**src/rtl/cc_rid_pkg.sv**
```systemverilog
package cc_rid_pkg;
   typedef enum logic [2:0] {
      S_IDLE,
      S_DELAY,
      S_WIN,
      S_HUNT,
      S_DONE
   } rid_state_e;

   localparam logic [2:0] START_PAT = 3'b001;
endpackage

```
**src/rtl/cc_rid_sampler.sv**
```systemverilog
module cc_rid_sampler #(
   parameter int DIV = 2
) (
   input  logic clk,
   input  logic rst_n,
   input  logic line_en,
   input  logic slice_in,
   output logic s_lvl,
   output logic edge_evt
);
   localparam int DW = (DIV > 1) ? $clog2(DIV) : 1;

   logic [1:0] sync;
   logic       strobe;

   generate
      if (DIV == 1) begin : g_nodiv
         assign strobe = 1'b1;
      end else begin : g_div
         logic [DW-1:0] dc;
         always_ff @(posedge clk) begin
            if (!rst_n || !line_en || dc == DW'(DIV - 1))
               dc <= '0;
            else
               dc <= dc + 1'b1;
         end
         assign strobe = (dc == '0);
      end
   endgenerate

   always_ff @(posedge clk) begin
      if (!rst_n) begin
         sync  <= '0;
         s_lvl <= 1'b0;
      end else begin
         sync <= {sync[0], slice_in};
         if (strobe) s_lvl <= sync[1];
      end
   end

   assign edge_evt = strobe & sync[1] & ~s_lvl;


   edge_level_chk: assert property (@(posedge clk) disable iff (!rst_n)
      edge_evt |=> s_lvl);
endmodule

```
**src/rtl/cc_rid_window.sv**
```systemverilog
module cc_rid_window
   import cc_rid_pkg::*;
#(
   parameter int DLY_W     = 8,
   parameter int WIN_LEN   = 200,
   parameter int MIN_EDGES = 6,
   parameter int PW        = 5
) (
   input  logic             clk,
   input  logic             rst_n,
   input  logic             line_en,
   input  logic             edge_evt,
   input  logic             match,
   input  logic [DLY_W-1:0] win_delay,
   output rid_state_e       st,
   output logic [PW-1:0]    per,
   output logic [PW-1:0]    gap
);
   localparam int WB = $clog2(WIN_LEN) + 1;
   localparam int CW = (DLY_W > WB) ? DLY_W : WB;
   localparam int EW = $clog2(MIN_EDGES + 1);
   localparam logic [PW-1:0] SAT = '1;

   logic [CW-1:0] cnt;
   logic [EW-1:0] ecnt;
   logic          line_q;

   always_ff @(posedge clk) begin
      if (!rst_n) begin
         st     <= S_IDLE;
         cnt    <= '0;
         ecnt   <= '0;
         per    <= '0;
         gap    <= '0;
         line_q <= 1'b0;
      end else begin
         line_q <= line_en;
         if (!line_en) begin
            st <= S_IDLE;
         end else if (!line_q) begin
            st   <= S_DELAY;
            cnt  <= '0;
            ecnt <= '0;
            gap  <= '0;
         end else begin
            unique case (st)
               S_DELAY: begin
                  if (cnt == CW'(win_delay)) begin
                     st  <= S_WIN;
                     cnt <= '0;
                  end else begin
                     cnt <= cnt + 1'b1;
                  end
               end
               S_WIN: begin
                  cnt <= cnt + 1'b1;
                  if (edge_evt) begin
                     gap <= PW'(1);
                     if (ecnt != '0) per <= gap;
                     if (ecnt != EW'(MIN_EDGES)) ecnt <= ecnt + 1'b1;
                  end else if (gap != SAT) begin
                     gap <= gap + 1'b1;
                  end
                  if (cnt == CW'(WIN_LEN - 1))
                     st <= (ecnt == EW'(MIN_EDGES)) ? S_HUNT : S_DONE;
               end
               S_HUNT:  if (match) st <= S_DONE;
               default: ;
            endcase
         end
      end
   end


   idle_off_line_chk: assert property (@(posedge clk) disable iff (!rst_n)
      !line_en |=> st == S_IDLE);

   enough_edges_chk: assert property (@(posedge clk) disable iff (!rst_n)
      (st == S_HUNT && $past(st) == S_WIN) |-> $past(ecnt) == EW'(MIN_EDGES));
endmodule

```
**src/rtl/cc_rid_hunt.sv**
```systemverilog
module cc_rid_hunt
   import cc_rid_pkg::*;
#(
   parameter int PW = 5
) (
   input  logic          clk,
   input  logic          rst_n,
   input  rid_state_e    st,
   input  logic          edge_evt,
   input  logic          s_lvl,
   input  logic [PW-1:0] per,
   input  logic [PW-1:0] gap,
   output logic          match
);
   logic [PW-1:0] dn;
   logic [2:0]    sh;
   logic [2:0]    sh_nx;

   assign sh_nx = {sh[1:0], s_lvl};

   always_ff @(posedge clk) begin
      if (!rst_n) begin
         dn    <= '0;
         sh    <= 3'b111;
         match <= 1'b0;
      end else begin
         match <= 1'b0;
         if (st != S_WIN && st != S_HUNT) begin
            dn <= '0;
            sh <= 3'b111;
         end else if (st == S_WIN && edge_evt) begin
            dn <= gap >> 1;
            sh <= 3'b111;
         end else if (dn == '0) begin
            dn <= per - 1'b1;
            sh <= sh_nx;
            if (st == S_HUNT && sh_nx == START_PAT) match <= 1'b1;
         end else begin
            dn <= dn - 1'b1;
         end
      end
   end


   match_in_hunt_chk: assert property (@(posedge clk) disable iff (!rst_n)
      match |-> $past(st) == S_HUNT);

   match_level_chk: assert property (@(posedge clk) disable iff (!rst_n)
      match |-> sh == START_PAT);
endmodule

```
**src/rtl/cc_runin_detect.sv**
```systemverilog
module cc_runin_detect
   import cc_rid_pkg::*;
#(
   parameter int DIV       = 2,
   parameter int DLY_W     = 8,
   parameter int WIN_LEN   = 200,
   parameter int MIN_EDGES = 6,
   parameter int PW        = 5,
   parameter int TEST_W    = 3
) (
   input  logic                   clk,
   input  logic                   rst_n,
   input  logic                   line_en,
   input  logic                   slice_in,
   input  logic [DLY_W-1:0]       win_delay,
   input  logic                   irq_clr,
   output logic                   irq_pulse,
   output logic                   irq_flag,
   output logic [PW+TEST_W-1:0]   det_reg
);
   generate
      if (DIV < 1) begin : g_bad_div
         $error("DIV must be at least 1");
      end
      if (MIN_EDGES < 2) begin : g_bad_edges
         $error("MIN_EDGES must be at least 2");
      end
      if (PW < 2) begin : g_bad_pw
         $error("PW must be at least 2");
      end
      if (WIN_LEN < 4) begin : g_bad_win
         $error("WIN_LEN must be at least 4");
      end
   endgenerate

   logic          s_lvl;
   logic          edge_evt;
   logic          match;
   rid_state_e    st;
   logic [PW-1:0] per;
   logic [PW-1:0] gap;
   logic [PW-1:0] per_q;

   cc_rid_sampler #(.DIV(DIV)) u_smp (
      .clk(clk), .rst_n(rst_n), .line_en(line_en), .slice_in(slice_in),
      .s_lvl(s_lvl), .edge_evt(edge_evt)
   );

   cc_rid_window #(.DLY_W(DLY_W), .WIN_LEN(WIN_LEN), .MIN_EDGES(MIN_EDGES), .PW(PW)) u_win (
      .clk(clk), .rst_n(rst_n), .line_en(line_en), .edge_evt(edge_evt),
      .match(match), .win_delay(win_delay), .st(st), .per(per), .gap(gap)
   );

   cc_rid_hunt #(.PW(PW)) u_hunt (
      .clk(clk), .rst_n(rst_n), .st(st), .edge_evt(edge_evt),
      .s_lvl(s_lvl), .per(per), .gap(gap), .match(match)
   );

   always_ff @(posedge clk) begin
      if (!rst_n) begin
         per_q     <= '0;
         irq_pulse <= 1'b0;
         irq_flag  <= 1'b0;
      end else begin
         irq_pulse <= match;
         irq_flag  <= match | (irq_flag & ~irq_clr);
         if (match) per_q <= per;
      end
   end

   assign det_reg = {per_q, {TEST_W{1'b0}}};


   irq_single_chk: assert property (@(posedge clk) disable iff (!rst_n)
      irq_pulse |=> !irq_pulse);

   irq_flag_set_chk: assert property (@(posedge clk) disable iff (!rst_n)
      irq_pulse |-> irq_flag);

   irq_flag_hold_chk: assert property (@(posedge clk) disable iff (!rst_n)
      $fell(irq_flag) |-> $past(irq_clr));

   reg_update_chk: assert property (@(posedge clk) disable iff (!rst_n)
      !$stable(per_q) |-> irq_pulse);
endmodule

```
**config.mk**
```make
export PLATFORM = sky130hd
export DESIGN_NAME = cc_runin_detect
export DESIGN_NICKNAME = d
export VERILOG_FILES = /design/src/rtl/cc_rid_pkg.sv /design/src/rtl/cc_rid_sampler.sv /design/src/rtl/cc_rid_window.sv /design/src/rtl/cc_rid_hunt.sv /design/src/rtl/cc_runin_detect.sv
export SDC_FILE = /design/constraint.sdc
export NUM_CORES = 1
export LEC_CHECK = 0
export BUFFER_PORTS_ARGS = -buffer_cell sky130_fd_sc_hd__buf_2
export CAP_MARGIN = 20
export CELL_PAD_IN_SITES_DETAIL_PLACEMENT = 0
export CELL_PAD_IN_SITES_GLOBAL_PLACEMENT = 2
export CORE_ASPECT_RATIO = 1.4
export CORE_UTILIZATION = 31
export DETAILED_ROUTE_END_ITERATION = 7
export MAX_ROUTING_LAYER = met4
export PLACE_DENSITY_LB_ADDON = 0.1
export SLEW_MARGIN = 20
export SYNTH_ARGS = -nofsm -noshare
export SYNTH_HDL_FRONTEND = slang
export SYNTH_SLANG_ARGS = --single-unit
```
**constraint.sdc**
```tcl
create_clock -name clk -period 1.7 [get_ports clk]
set_input_delay 0.17 -clock clk [delete_from_list [all_inputs] [get_ports clk]]
set_output_delay 0.17 -clock clk [all_outputs]
set_load 0.1 [all_outputs]
```
==> implementation parameters, run 1 <==
Parameter                              Value

Status
  Status ... complete, no violations

Route
  DR vias/cell ... 4.95
  Pre-antenna DRT Iters ... 4
  Antenna Violating Nets Remaining ... 0
  Via count ... 2038
  Number of violations reported at the end of detailed-routing iteration 0 ... 89
  Routed wirelength normalized by instance count ... 14.6 um
  Final routed wirelength across all metal layers ... 6030 um
  DRC viols ... 0

Cells and area
  Non-Filler Cell Area, Final ... 2830 um^2
  Area of combinational cells with multiple inputs ... 1340 um^2
  Synthesis-to-layout area growth ... 25.6%
  Fin util ... 40.6%
  Filler-free cell count of the finished design ... 412
  Share of layout cells above drive strength 1 ... 25.6%
  Total Nets Final ... 337
  Antenna fix cells ... 0
  Storage element area ... 911 um^2
  Filler cell count in the final layout ... 754

Pwr
  Worst vdd rail ir drop ... 0.310 mV
  Cell leakage power ... 1.15 nW
  Total Power Consumption ... 1.92 mW
  Pwr/cell area ... 676 nW/um^2

Global routing
  Number of global-route vias before repair ... 2020
  Global-route wire length before repair ... 10000 um
  Pin count of the biggest net entering global routing ... 15
  Global router's overall resource usage ... 18.0%
  Total grt overflow ... 0
  Antenna violations before repair ... 0

CTS
  Worst skew pair latency ... 300 ps
  Clock slew at reported path FFs ... 80 ps
  Sinks on the clock net ... 45
  Buffers from clock root to sink, at most ... 2
  Clock tree root driver cell ... clkbuf_8
  TritonCTS buffer count ... 5
  CTS Hold Bufs ... 0
  Htree depth ... 2
  Clock tree from TritonCTS ... done

Logic synthesis
  Share of async-settable or async-resettable flops after synthesis ... 0%
  Synth top area share ... 39.9%
  Number of library cell types mapped by synthesis ... 45
  Fraction of the yosys area taken by sequential cells ... 39.9%
  Post-synth EDFFs ... 0
  Top_reg_cell synth ... dfxtp_1
  Post-synthesis cell type with the largest combined area ... dfxtp_1
  Most frequent cell after synthesis ... dfxtp_1
  Instance count of the mapped netlist ... 272
  Commonest cells post-synth ... dfxtp_1 (45), nand2_1 (36), nor2_1 (29), a21oi_1 (19), nand3_1 (17)
  Top cells by area, synth ... dfxtp_1 (40%), nand2_1 (6.0%), mux2i_1 (4.9%), nor2_1 (4.8%), a21oi_1 (4.2%)
  Number of warning messages in the yosys log ... 0
  Mapped cell area ... 2260 um^2
  Syn Area/Cell ... 8.30 um^2
  Number of synthesized register bits ... 45

Placement
  Post-DP Area ... 2680 um^2
  Count of port buffers added during placement ... 19
  Count of placed standard cells including taps ... 404
  GPL Wtd Cong ... 0.791
  Half-perimeter wire length after detailed placement ... 4620 um
  Place WS ... -11.8 ps

STA
  Setup WS post-layout ... 34.3 ps
  Worst hold margin ... 74.7 ps
  Final critical-path share of the clock period ... 98.0%
  Minimum clock period ... 1670 ps
  Final Hold Vio Count ... 0
  Number of endpoints failing setup at the final stage ... 0
  Total negative slack ... 0 ps
  FMAX ... 600 MHz
  Unrepaired setup endpoints after global routing ... yes
  Max Transition Viols Final ... 0
  Clock skew after layout ... 7.69 ps

Die
  Die extent in x ... 74.1 um
  Die area ... 7630 um^2
  Placeable core region ... 6980 um^2
  Initial Utilization ... 32.3%
  IO Pins ... 23
  Height of the die ... 103 um
  Number of placement rows ... 36

Job
  Max_cap viols ... 0

Worst setup path
  Critical Path Fanout Max ... 3
  Element type at the critical path end ... flip-flop
  Data required time of the critical path ... 1930 ps
  Setup CP Type ... reg2reg
  Critical path arrival ... 1900 ps
  Startpoint type of the worst setup path ... flip-flop

Hold path
  Hold Crit Class ... in2reg
final timing paths:
kind / from / endpoint / slack [ps] / depth (start not counted)
min: slice_in / u_smp.sync[0]$_SDFF_PN0_ / 70 / 2
max: u_win.gap[0]$_SDFFE_PN0P_ / u_win.gap[3]$_SDFFE_PN0P_ / 30 / 7
max reg2reg: u_win.gap[0]$_SDFFE_PN0P_ / u_win.gap[3]$_SDFFE_PN0P_ / 30 / 7
min reg2reg: u_smp.sync[0]$_SDFF_PN0_ / u_smp.sync[1]$_SDFF_PN0_ / 460 / 1
layout by cell type (no fill, tap or decap), types with 3 or more instances in the layout:
cell type | netlist | layout
a21oi_1 | 19 | 18
a31oi_1 | 9 | 9
and2_1 | 6 | 6
buf_2 | 2 | 19
buf_4 | 4 | 30
clkbuf_8 | 0 | 6
conb_1 | 1 | 3
dfxtp_1 | 45 | 39
dfxtp_2 | 0 | 5
ha_1 | 7 | 3
inv_1 | 9 | 9
mux2i_1 | 11 | 11
nand2_1 | 36 | 36
nand3_1 | 17 | 16
nand3b_1 | 4 | 4
nand4b_1 | 4 | 4
nor2_1 | 29 | 29
nor3_1 | 7 | 6
o21ai_0 | 6 | 5
xnor2_1 | 3 | 3
xor2_1 | 9 | 9
timing repair:
item | CTS | global route
pin swaps | 0 | 6
setup buffers | 0 | 1
gates resized for setup | 2 | 15
endpoints found under the setup margin | 1 | 18
power by group:
part	switching [mW]	internal, mW	total (mW)
combinational	0.108	0.0562	0.164
sequential	0.00622	1.06	1.07
clock	0.364	0.323	0.687
total	0.478	1.44	1.92
cells by family after synthesis:
| kind of cell | share of synthesized area, % |
|---|---|
| adders and majority gates | 3.88 |
| and+or+nand+nor | 27.4 |
| AOI/OAI and AO/OA | 14.2 |
| DFF | 39.9 |
| buffers and inverters | 4.93 |
| other | 0.166 |
| xor gates and xnor gates | 4.66 |
| muxes | 4.88 |
final cells by class:
type / instances / share of cell area [%]
multi-input combinational: 206 / 47.4
clock buffer: 7 / 3.05
sequential: 45 / 32.1
tap: 95 / 4.19
timing repair buffer: 50 / 12.0
inverter: 9 / 1.19
worst max-delay path, cell delays in order (launching register included):
cell and delay (ps):
dfxtp_4 360, ha_4 160, and3_4 180, ha_4 160, a21oi_4 140, o21ai_2 70, or4_1 400, a21oi_1 140
sequential cells by signal, summed over array words and instances (netlist names), 2 cells and up:
signal / flops
u_win.per: 5
per_q: 5
u_win.ecnt: 3
u_win.gap: 5
u_win.cnt: 9
u_win.st: 3
u_smp.sync: 2
u_hunt.dn: 5
u_hunt.sh: 2
routing by layer:
metal / vias up / part of all wire (%) / track usage, %
met5: - / 0 / -
met4: 0 / 1.3 / 5.33
met3: 7 / 1.9 / 2.64
met2: 24 / 54 / 32.9
met1: 969 / 43 / 19.8
li1: 1038 / - / -
(Power assumes the default switching activity.)
==> run 2: changes to the inputs <==
ABC_AREA = 1   (was unset)
CORE_UTILIZATION = 30   (was 31)
clock period = 1.4 ns   (was 1.7 ns; I/O delays follow)
==> run 2 against run 1 <==
Compared with the run above: the run now ends with negative setup slack left; sequential power up 22%; sequential share of layout area down 6.2 points; register-to-register slack worse by 120 ps; combinational power up 100%; die area up 6.7%; first-iteration DRC count down 9.0%; critical endpoint unchanged; highest routed layer unchanged.
==> implementation parameters, run 2 <==
Parameter                              Value

Route
  Final routed wirelength across all metal layers ... 6390 um (was 6030 um)
  Pre-antenna DRT Iters ... 6 (was 4)
  DRC viols ... 0 (unchanged)
  Via count ... 2312 (was 2038)
  Antenna Violating Nets Remaining ... 0 (unchanged)
  Number of violations reported at the end of detailed-routing iteration 0 ... 81 (was 89)
  DR vias/cell ... 4.50 (was 4.95)
  Routed wirelength normalized by instance count ... 12.4 um (was 14.6 um)

Global routing
  Antenna violations before repair ... 0 (unchanged)
  Pin count of the biggest net entering global routing ... 18 (was 15)
  Grt met2 use ... 32.0% (was 32.9%)
  Most used routing layer ... met2 (unchanged)
  Global router's overall resource usage ... 16.8% (was 18.0%)
  Met1 track demand over resource ... 17.1% (was 19.8%)
  Number of global-route vias before repair ... 2234 (was 2020)
  Total grt overflow ... 0 (unchanged)
  Global-route wire length before repair ... 10300 um (was 10000 um)
  Met3 usage in global routing ... 2.15% (was 2.64%)

Pwr
  Cell leakage power ... 1.58 nW (was 1.15 nW)
  Total Power Consumption ... 2.66 mW (was 1.92 mW)
  Worst vdd rail ir drop ... 0.534 mV (was 0.310 mV)
  Pwr/cell area ... 746 nW/um^2 (was 676 nW/um^2)

CTS
  Buffers from clock root to sink, at most ... 2 (unchanged)
  Clock tree root driver cell ... clkbuf_8 (unchanged)
  Clock slew at reported path FFs ... 90 ps (was 80 ps)
  Clock tree from TritonCTS ... done (unchanged)
  Worst skew pair latency ... 300 ps (about the same)
  Sinks on the clock net ... 45 (unchanged)
  Htree depth ... 2 (unchanged)
  TritonCTS buffer count ... 5 (unchanged)

Logic synthesis
  Most frequent cell after synthesis ... nand2_1 (was dfxtp_1)
  Synth top area share ... 38.6% (was 39.9%)
  Mapped cell area ... 2330 um^2 (was 2260 um^2)
  Fraction of the yosys area taken by sequential cells ... 38.6% (was 39.9%)
  Number of library cell types mapped by synthesis ... 36 (was 45)
  Post-synth EDFFs ... 0 (unchanged)
  Number of warning messages in the yosys log ... 0 (unchanged)
  Commonest cells post-synth ... nand2_1 (69), dfxtp_1 (45), inv_1 (44), nor2_1 (33), a21oi_1 (31) (was dfxtp_1 (45), nand2_1 (36), nor2_1 (29), a21oi_1 (19), nand3_1 (17))
  Top_reg_cell synth ... dfxtp_1 (unchanged)
  Share of async-settable or async-resettable flops after synthesis ... 0% (unchanged)
  Syn Area/Cell ... 7.14 um^2 (was 8.30 um^2)
  Number of synthesized register bits ... 45 (unchanged)
  Top cells by area, synth ... dfxtp_1 (39%), nand2_1 (11%), inv_1 (7.1%), a21oi_1 (6.6%), nor2_1 (5.3%) (was dfxtp_1 (40%), nand2_1 (6.0%), mux2i_1 (4.9%), nor2_1 (4.8%), a21oi_1 (4.2%))
  Instance count of the mapped netlist ... 327 (was 272)
  Post-synthesis cell type with the largest combined area ... dfxtp_1 (unchanged)

Hold path
  Hold Crit Class ... in2reg (unchanged)

Cells and area
  Synthesis-to-layout area growth ... 52.8% (was 25.6%)
  Most common library cell in the layout ignoring fill and taps ... buf_4 (was dfxtp_1)
  Largest register by flop count ... u_win.cnt (unchanged)
  Antenna fix cells ... 0 (unchanged)
  Largest register FFs ... 9 (unchanged)
  Non-Filler Cell Area, Final ... 3570 um^2 (was 2830 um^2)
  Fin util ... 47.8% (was 40.6%)
  Share of layout cells above drive strength 1 ... 50.6% (was 25.6%)
  Most frequent cells in the layout ... buf_4 (60), nand2_1 (54), inv_1 (38) (was dfxtp_1 (39), nand2_1 (36), buf_4 (30))
  Total Nets Final ... 436 (was 337)
  Filler cell count in the final layout ... 784 (was 754)

Worst setup path
  Setup CP Type ... reg2reg (unchanged)
  Element type at the critical path end ... flip-flop (unchanged)
  Startpoint type of the worst setup path ... flip-flop (unchanged)
  Data required time of the critical path ... 1590 ps (was 1930 ps)
  Critical path arrival ... 1680 ps (was 1900 ps)
  Critical Path Fanout Max ... 6 (was 3)

STA
  Worst hold margin ... 22.0 ps (was 74.7 ps)
  FMAX ... 674 MHz (was 600 MHz)
  Final Hold Vio Count ... 0 (unchanged)
  Minimum clock period ... 1480 ps (was 1670 ps)
  Unrepaired setup endpoints after global routing ... yes (unchanged)
  Clock skew after layout ... 8.10 ps (was 7.69 ps)
  Number of endpoints failing setup at the final stage ... 9 (was 0)
  Setup WS post-layout ... -83.0 ps (was 34.3 ps)
  Max Transition Viols Final ... 0 (unchanged)
  Final critical-path share of the clock period ... 106% (was 98.0%)

Die
  Die extent in x ... 76.5 um (was 74.1 um)
  Die area ... 8140 um^2 (was 7630 um^2)
  Number of placement rows ... 37 (was 36)
  Initial Utilization ... 31.3% (was 32.3%)
  Placeable core region ... 7450 um^2 (was 6980 um^2)
  IO Pins ... 23 (unchanged)
  Height of the die ... 106 um (was 103 um)

Placement
  Count of port buffers added during placement ... 19 (unchanged)
  Place WS ... -150 ps (was -11.8 ps)
  Half-perimeter wire length after detailed placement ... 4770 um (was 4620 um)
  GPL Wtd Cong ... 0.795 (was 0.791)
  Post-DP Area ... 2920 um^2 (was 2680 um^2)

Status
  Violations in the final reports ... negative setup slack
  Status ... finished, violations left (was complete, no violations)

Job
  Max_cap viols ... 0 (unchanged)
## run 2: cell count changes after synthesis, sizes merged, moves of 7 or more
cell   previous run  this run
a31oi             9         2
nor2             29        41
a21oi            20        31
nand2            36        74
o21ai             7        22
mux2i            11         0
inv               9        53
## run 2: cells by family (layout without fill, tap and decap cells)
| family | after synthesis | in the layout | share of synthesized area, % |
|---|---|---|---|
| AOI/OAI and AO/OA | 64 | 64 | 15.8 |
| DFF | 45 | 45 | 38.6 |
| buffers and inverters | 62 | 150 | 10.9 |
| xor gates and xnor gates | 5 | 5 | 1.88 |
| adders and majority gates | 7 | 7 | 3.75 |
| other | 1 | 3 | 0.161 |
| and+or+nand+nor | 143 | 143 | 28.9 |
## run 2: area by class of cell
class,instances,area (um^2),share of cell area (%)
Multi-Input combinational cell,222,1520,42.7
Sequential cell,45,923,25.9
Timing Repair Buffer,89,684,19.2
Inverter,53,204,5.72
Tap cell,97,121,3.40
Clock buffer,6,72.6,2.04
Clock inverter,2,38.8,1.09
## run 2: timing repair
| item | CTS | global route |
|---|---|---|
| cloned | 0 | 0 |
| resized for setup | 30 | 85 |
| hold buffers | 0 | 0 |
| endpoints found under the setup margin | 16 | 31 |
| buffers inserted | 5 | 14 |
| hold endpoints to repair | 0 | 0 |
| pin swaps | 21 | 40 |
## run 2: per-stage QoR
step                cells  setup TNS (ps)
floorplan             329           -4.09
global placement      487            -784
detailed placement    487            -941
CTS                   500            -580
global route          514           -1630
finish                514            -437
## run 2: worst paths after layout
check	start	end	slack (ps)	cells past startpoint
worst max-delay path	u_win.gap[1]$_SDFFE_PN0P_	u_win.gap[3]$_SDFFE_PN0P_	-80	11
worst min-delay path	irq_clr	irq_flag$_SDFF_PN0_	20	2
worst max register to register	u_win.gap[1]$_SDFFE_PN0P_	u_win.gap[3]$_SDFFE_PN0P_	-80	11
worst min register to register	u_smp.sync[0]$_SDFF_PN0_	u_smp.sync[1]$_SDFF_PN0_	430	2
## run 2: routing by layer
metal	wire length, um	up-vias	share of wire [%]
li1	-	1210	-
met1	2580	1060	40
met2	3550	29	56
met3	104	13	1.6
met4	150	0	2.3
met5	0	-	0
## run 2: power breakdown
group | total, mW | leakage [nW] | switching (mW) | internal [mW]
registers | 1.31 | 0.372 | 0.0147 | 1.30
clock network | 1.02 | 0.0554 | 0.478 | 0.537
logic | 0.333 | 1.15 | 0.204 | 0.129
total | 2.66 | 1.58 | 0.697 | 1.96
## run 2: worst max-delay path, cell delays in order (launching register included)
cell     delay (ps)
dfxtp_2         360
ha_4            140
nand2_2          40
nor2_2           90
ha_2            180
inv_2            40
o21ai_4         140
inv_2            70
nand2_4         110
nor2_2           50
o21ai_1         120
a21oi_1          50
